[src/rtl/mac16_bridge_pkg.sv]
package mac16_bridge_pkg;

  typedef enum logic [1:0] {
    ST_IDLE = 2'd0,
    ST_LOW  = 2'd1,
    ST_HIGH = 2'd2,
    ST_DONE = 2'd3
  } brg_state_t;

  // word address of the lower half of a register
  function automatic logic [31:0] low_word_addr(input logic [31:0] base,
                                                input logic [31:0] stride,
                                                input logic [31:0] ch,
                                                input logic [31:0] rg);
    return base + ch * stride + rg;
  endfunction

  // word address of the upper half, a fixed distance above the lower half
  function automatic logic [31:0] high_word_addr(input logic [31:0] low,
                                                 input logic [31:0] offset);
    return low + offset;
  endfunction

  // one half of a 32-bit word
  function automatic logic [15:0] pick_half(input logic [31:0] w, input logic upper);
    return upper ? w[31:16] : w[15:0];
  endfunction

  // full word from two halves
  function automatic logic [31:0] join_halves(input logic [15:0] lo, input logic [15:0] hi);
    return {hi, lo};
  endfunction

endpackage

[src/rtl/mac16_seq.sv]
module mac16_seq
  import mac16_bridge_pkg::*;
(
  input  logic clk,
  input  logic rst,
  input  logic req_valid,
  input  logic mac_ack,
  output logic accept,
  output logic lo_ack,
  output logic hi_ack,
  output logic phase_hi,
  output logic mac_req,
  output logic busy,
  output logic done
);

  brg_state_t state, nxt;

  always_ff @(posedge clk) begin
    if (rst) state <= ST_IDLE;
    else     state <= nxt;
  end

  always_comb begin
    nxt = state;
    unique case (state)
      ST_IDLE: if (req_valid) nxt = ST_LOW;
      ST_LOW:  if (mac_ack)   nxt = ST_HIGH;
      ST_HIGH: if (mac_ack)   nxt = ST_DONE;
      ST_DONE: nxt = ST_IDLE;
      default: nxt = ST_IDLE;
    endcase
  end

  assign accept   = (state == ST_IDLE) && req_valid;
  assign lo_ack   = (state == ST_LOW)  && mac_ack;
  assign hi_ack   = (state == ST_HIGH) && mac_ack;
  assign phase_hi = (state == ST_HIGH);
  assign mac_req  = (state == ST_LOW) || (state == ST_HIGH);
  assign busy     = (state != ST_IDLE);
  assign done     = (state == ST_DONE);

endmodule

[src/rtl/mac16_addr_map.sv]
module mac16_addr_map
  import mac16_bridge_pkg::*;
#(
  parameter int unsigned ADDR_W    = 16,
  parameter int unsigned CH_W      = 2,
  parameter int unsigned REG_W     = 7,
  parameter int unsigned CH_BASE   = 32'h4000,
  parameter int unsigned CH_STRIDE = 32'h80,
  parameter int unsigned HI_OFFSET = 32'h800
) (
  input  logic [CH_W-1:0]   ch,
  input  logic [REG_W-1:0]  rg,
  input  logic              phase_hi,
  output logic [ADDR_W-1:0] addr
);

  logic [31:0] lo_full;
  logic [31:0] hi_full;

  always_comb begin
    lo_full = low_word_addr(CH_BASE, CH_STRIDE, 32'(ch), 32'(rg));
    hi_full = high_word_addr(lo_full, HI_OFFSET);
    addr    = ADDR_W'(phase_hi ? hi_full : lo_full);
  end

endmodule

[src/rtl/mac16_assemble.sv]
module mac16_assemble
  import mac16_bridge_pkg::*;
(
  input  logic        clk,
  input  logic        rst,
  input  logic        accept,
  input  logic [31:0] req_wdata,
  input  logic        lo_ack,
  input  logic        hi_ack,
  input  logic        phase_hi,
  input  logic [15:0] mac_rdata,
  input  logic        mac_err,
  output logic [15:0] wdata_half,
  output logic [31:0] rdata,
  output logic        err
);

  logic [31:0] wd_q;
  logic [15:0] lo_q;
  logic        err_lo_q;

  always_ff @(posedge clk) begin
    if (rst) begin
      wd_q     <= '0;
      lo_q     <= '0;
      err_lo_q <= 1'b0;
      rdata    <= '0;
      err      <= 1'b0;
    end else begin
      if (accept) begin
        wd_q     <= req_wdata;
        err_lo_q <= 1'b0;
      end
      if (lo_ack) begin
        lo_q     <= mac_rdata;
        err_lo_q <= mac_err;
      end
      if (hi_ack) begin
        rdata <= join_halves(lo_q, mac_rdata);
        err   <= err_lo_q | mac_err;
      end
    end
  end

  assign wdata_half = pick_half(wd_q, phase_hi);

endmodule

[src/rtl/mac16_bridge.sv]
module mac16_bridge
  import mac16_bridge_pkg::*;
#(
  parameter int unsigned NUM_CH    = 4,
  parameter int unsigned ADDR_W    = 16,
  parameter int unsigned CH_BASE   = 32'h4000,
  parameter int unsigned CH_STRIDE = 32'h80,
  parameter int unsigned HI_OFFSET = 32'h800,
  localparam int unsigned CH_W     = (NUM_CH > 1) ? $clog2(NUM_CH) : 1,
  localparam int unsigned REG_W    = (CH_STRIDE > 1) ? $clog2(CH_STRIDE) : 1
) (
  input  logic              clk,
  input  logic              rst,
  input  logic              req_valid,
  input  logic              req_write,
  input  logic [CH_W-1:0]   req_chan,
  input  logic [REG_W-1:0]  req_reg,
  input  logic [31:0]       req_wdata,
  output logic              busy,
  output logic              done,
  output logic [31:0]       rdata,
  output logic              err,
  output logic              mac_req,
  output logic              mac_we,
  output logic [ADDR_W-1:0] mac_addr,
  output logic [15:0]       mac_wdata,
  input  logic              mac_ack,
  input  logic [15:0]       mac_rdata,
  input  logic              mac_err
);

  // internal events, named for the checker
  logic accept;
  logic lo_ack;
  logic hi_ack;
  logic phase_hi;

  logic [CH_W-1:0]  ch_q;
  logic [REG_W-1:0] rg_q;
  logic             we_q;

  mac16_seq u_seq (
    .clk      (clk),
    .rst      (rst),
    .req_valid(req_valid),
    .mac_ack  (mac_ack),
    .accept   (accept),
    .lo_ack   (lo_ack),
    .hi_ack   (hi_ack),
    .phase_hi (phase_hi),
    .mac_req  (mac_req),
    .busy     (busy),
    .done     (done)
  );

  always_ff @(posedge clk) begin
    if (rst) begin
      ch_q <= '0;
      rg_q <= '0;
      we_q <= 1'b0;
    end else if (accept) begin
      ch_q <= req_chan;
      rg_q <= req_reg;
      we_q <= req_write;
    end
  end

  mac16_addr_map #(
    .ADDR_W   (ADDR_W),
    .CH_W     (CH_W),
    .REG_W    (REG_W),
    .CH_BASE  (CH_BASE),
    .CH_STRIDE(CH_STRIDE),
    .HI_OFFSET(HI_OFFSET)
  ) u_map (
    .ch      (ch_q),
    .rg      (rg_q),
    .phase_hi(phase_hi),
    .addr    (mac_addr)
  );

  mac16_assemble u_asm (
    .clk       (clk),
    .rst       (rst),
    .accept    (accept),
    .req_wdata (req_wdata),
    .lo_ack    (lo_ack),
    .hi_ack    (hi_ack),
    .phase_hi  (phase_hi),
    .mac_rdata (mac_rdata),
    .mac_err   (mac_err),
    .wdata_half(mac_wdata),
    .rdata     (rdata),
    .err       (err)
  );

  assign mac_we = we_q;

endmodule

[config.mk]
export PLATFORM = sky130hd
export DESIGN_NAME = mac16_bridge
export DESIGN_NICKNAME = d
export VERILOG_FILES = /design/src/rtl/mac16_bridge_pkg.sv /design/src/rtl/mac16_seq.sv /design/src/rtl/mac16_addr_map.sv /design/src/rtl/mac16_assemble.sv /design/src/rtl/mac16_bridge.sv
export SDC_FILE = /design/constraint.sdc
export NUM_CORES = 1
export LEC_CHECK = 0
export ABC_AREA = 1
export BUFFER_PORTS_ARGS = -buffer_cell sky130_fd_sc_hd__buf_4
export CELL_PAD_IN_SITES_DETAIL_PLACEMENT = 1
export CELL_PAD_IN_SITES_GLOBAL_PLACEMENT = 2
export CORE_MARGIN = 2
export CORE_UTILIZATION = 27
export CTS_CLUSTER_DIAMETER = 30
export DETAILED_ROUTE_END_ITERATION = 8
export GPL_ROUTABILITY_DRIVEN = 0
export MAX_ROUTING_LAYER = met4
export PLACE_DENSITY_LB_ADDON = 0.12
export SLEW_MARGIN = 20
export SYNTH_ARGS = -nofsm -noshare
export SYNTH_HDL_FRONTEND = slang
export SYNTH_HIERARCHICAL = 1
export SYNTH_SLANG_ARGS = --single-unit
[constraint.sdc]
create_clock -name clk -period 1.9 [get_ports clk]
set_input_delay 0.38 -clock clk [delete_from_list [all_inputs] [get_ports clk]]
set_output_delay 0.38 -clock clk [all_outputs]
set_load 0.01 [all_outputs]
==> run summary <==
• **status** finished clean
• **ratio of final minimum period to clock period** 0.952
• **TritonCTS clock tree** built
• **Worst VDD drop** 0.450 mV
• **worst max-slew margin expressed relative to the limit** 0.600
• **total grt overflow** 0
• **Setup Crit Path Kind** register to primary output
• **category of the worst setup path launch point** register
• **sequential share of the synthesized area** 0.488
• **count of yosys warnings during synthesis** 6
• **dpl hpwl** 7.25 mm
• **post-synthesis cell area** 3860 µm²
• **overall routed net length** 11.0 mm
• **number of global-route vias before repair** 3615
• **sequential fraction of design power** 0.396
• **standard cell core area** 13900 µm²
• **Fin. Hold Viols** 0
• **number of top-level pins** 132
• **Max Clock Freq** 553 MHz
• **WL/cell** 13.5 µm
• **Std-Cell Rows** 43
• **layout net count** 696
• **max cap viols** 0
• **combinational power share** 0.360
• **area of the die** 15300 µm²
• **Yosys reg bits** 94
• **final max-slew violation count** 0
• **Sink Count** 94
• **Starting Density** 0.277
• **DRC viols** 0
• **type of the most critical hold path** input pin to register
• **CTS clock-pin slew for the worst setup and hold paths** 0.07 ns
• **Clk pwr share** 0.244
• **unrepaired setup endpoints after global routing** no
• **clock root buffer master** clkbuf_16
• **largest net degree at the start of global routing** 83
• **share of final-layout standard cells stronger than drive strength 1** 0.282
• **total internal power** 4470 µW
• **final core utilization** 0.373
• **clk_skew** 0.00535 ns
• **Overall Global Routing Usage** 0.151
• **Pleak** 0.00253 µW
• **number of different library cells in the post-synthesis netlist** 20
• **Antenna Nets Post-Route** 0
• **Die Height** 124 µm
• **net switching power figure** 2420 µW
• **count of TritonRoute iterations in the first routing pass** 4
• **final critical-path required period** 1.81 ns
• **switching share of total power** 0.351
• **Vias** 3597
• **count of endpoints failing setup in the final report** 0
• **required time of the critical path** 1.52 ns
• **syn_area_per_cell** 7.38 µm²
• **transition time at the pin with the least slew margin** 0.599 ns
• **clk_lat worst skew** 0.33 ns
• **antenna violations before repair** 0
• **Layout Area Growth over Synthesis** 34.7%
• **Mapped Cells** 523
• **worst path arrival time** 1.43 ns
• **Die Width** 124 µm
• **Fillers** 1708
• **Reg2Reg Setup Slack** 0.34 ns
• **number of CTS-inserted buffers** 9
• **Avg Vias per Cell** 4.43
• **Clock Path Buffers** 2
• **H-Tree Depth** 3
• **global-route wire length before repair** 17.4 mm
• **count of port buffers added during placement** 125
• **First DRT Iteration DRCs** 126
• **post-route setup TNS** 0 ns
• **crit-path max FO** 18
• **# diodes** 0
• **endpoint type of the worst setup path** primary output
• **Cell Pwr Density** 1320 nW/µm²
## timing repair
| item | CTS | global route |
|---|---|---|
| buffers inserted | 1 | 0 |
| gates cloned | 1 | 0 |
| setup endpoints to repair | 17 | 11 |
| hold buffers | 0 | 0 |
| resized for setup | 32 | 3 |
## Yosys cell counts
master | number | area (µm²)
nand2_1 | 45 | 169
conb_1 | 2 | 7.51
dfxtp_1 | 94 | 1880
o21ai_2 | 1 | 8.76
ha_1 | 6 | 75.1
buf_2 | 14 | 70.1
buf_4 | 19 | 143
inv_1 | 38 | 143
a21oi_1 | 3 | 15.0
o21ai_0 | 90 | 450
clkinv_1 | 1 | 3.75
inv_2 | 4 | 15.0
o21ai_1 | 7 | 35.0
nand3_1 | 2 | 10.0
clkbuf_1 | 1 | 3.75
buf_6 | 7 | 78.8
nor2_1 | 173 | 649
nor2_4 | 1 | 11.3
nor2_2 | 12 | 75.1
clkbuf_2 | 3 | 15.0
## cell usage in the layout (no fill, tap or decap)
cell / synthesis / layout
nor2_4: 1 / 1
nor2_2: 12 / 12
conb_1: 2 / 6
buf_12: 0 / 4
clkinv_2: 0 / 3
dfxtp_2: 0 / 2
dfxtp_1: 94 / 92
ha_1: 6 / 5
o21ai_1: 7 / 15
clkbuf_16: 0 / 9
nor2_1: 173 / 173
o21ai_0: 90 / 75
clkinvlp_4: 0 / 3
nand3_1: 2 / 2
buf_4: 19 / 128
ha_4: 0 / 1
inv_4: 0 / 1
buf_16: 0 / 1
nand2_1: 45 / 45
o21ai_2: 1 / 5
a21oi_1: 3 / 3
clkinv_1: 1 / 1
o21ai_4: 0 / 3
inv_1: 38 / 37
clkbuf_8: 0 / 1
inv_2: 4 / 4
## cell type report
type | count | area [µm²] | share of cell area
inverter | 43 | 164 | 0.0315
clock buffer | 10 | 239 | 0.0459
tap | 180 | 225 | 0.0433
timing repair buffer | 133 | 1070 | 0.205
sequential | 94 | 1880 | 0.362
clock inverter | 6 | 37.5 | 0.00722
multi-input combinational | 346 | 1580 | 0.304
## metal layers
metal,track usage,wire [µm],up-vias
met3,0.0360,598,15
met4,0.0618,181,0
met1,0.182,4930,1689
met5,-,0,-
li1,-,-,1805
met2,0.242,5290,88
## registers in the layout, indices dropped and copies added, names as in the netlist, 2 cells and up
register / cells
u_asm/rdata: 32
u_asm/wd_q: 32
u_seq/state: 2
u_asm/lo_q: 16
ch_q: 2
rg_q: 7
## power groups by stage
stage	registers, µW	logic (µW)	clock network (µW)
2_1_floorplan	2770	1380	0
5_1_grt	2790	2780	1850
4_1_cts	2720	2530	1750
3_5_place_dp	2760	2310	0
6_report	2730	2470	1680
3_3_place_gp	2740	2280	0
## per-stage QoR
| stage | setup WS (ns) | power [µW] | instance area (µm²) | cells | hold WS (ns) |
|---|---|---|---|---|---|
| floorplan | 0.323 | 4150 | 3870 | 527 | 0.449 |
| global placement | 0.106 | 5010 | 4810 | 794 | 0.460 |
| detailed placement | 0.0290 | 5070 | 4810 | 794 | 0.468 |
| CTS | 0.0287 | 7010 | 5200 | 812 | 0.250 |
| global route | 0.000311 | 7430 | 5200 | 812 | 0.257 |
| finish | 0.0915 | 6880 | 5200 | 812 | 0.265 |
## logic make-up (layout without fill, tap and decap cells)
family | Yosys count | count (layout) | share of synthesized area
AND/OR/NAND/NOR | 233 | 233 | 0.237
AO/OA/AOI/OAI | 101 | 101 | 0.132
flip-flops | 94 | 94 | 0.488
buffers and inverters | 87 | 192 | 0.122
adder cells (fa/ha/maj) | 6 | 6 | 0.0194
other | 2 | 6 | 0.00195
## final timing paths
check / endpoint / depth (start not counted) / startpoint
setup reg to reg: u_asm/wd_q[7] / 7 / u_seq/state[1]
setup / recovery: mac_wdata[15] / 6 / u_seq/state[0]
hold reg to reg: ch_q[1] / 2 / ch_q[1]
hold / removal: u_asm/wd_q[9] / 3 / req_wdata[9]
## critical path: stages, from the launching register on
cell and delay, ns:
dfxtp_2 0.36, inv_4 0.06, ha_4 0.18, buf_12 0.15, nand2_1 0.12, o21ai_4 0.08, buf_4 0.14
Note: power is estimated with default switching activity, not from simulation.
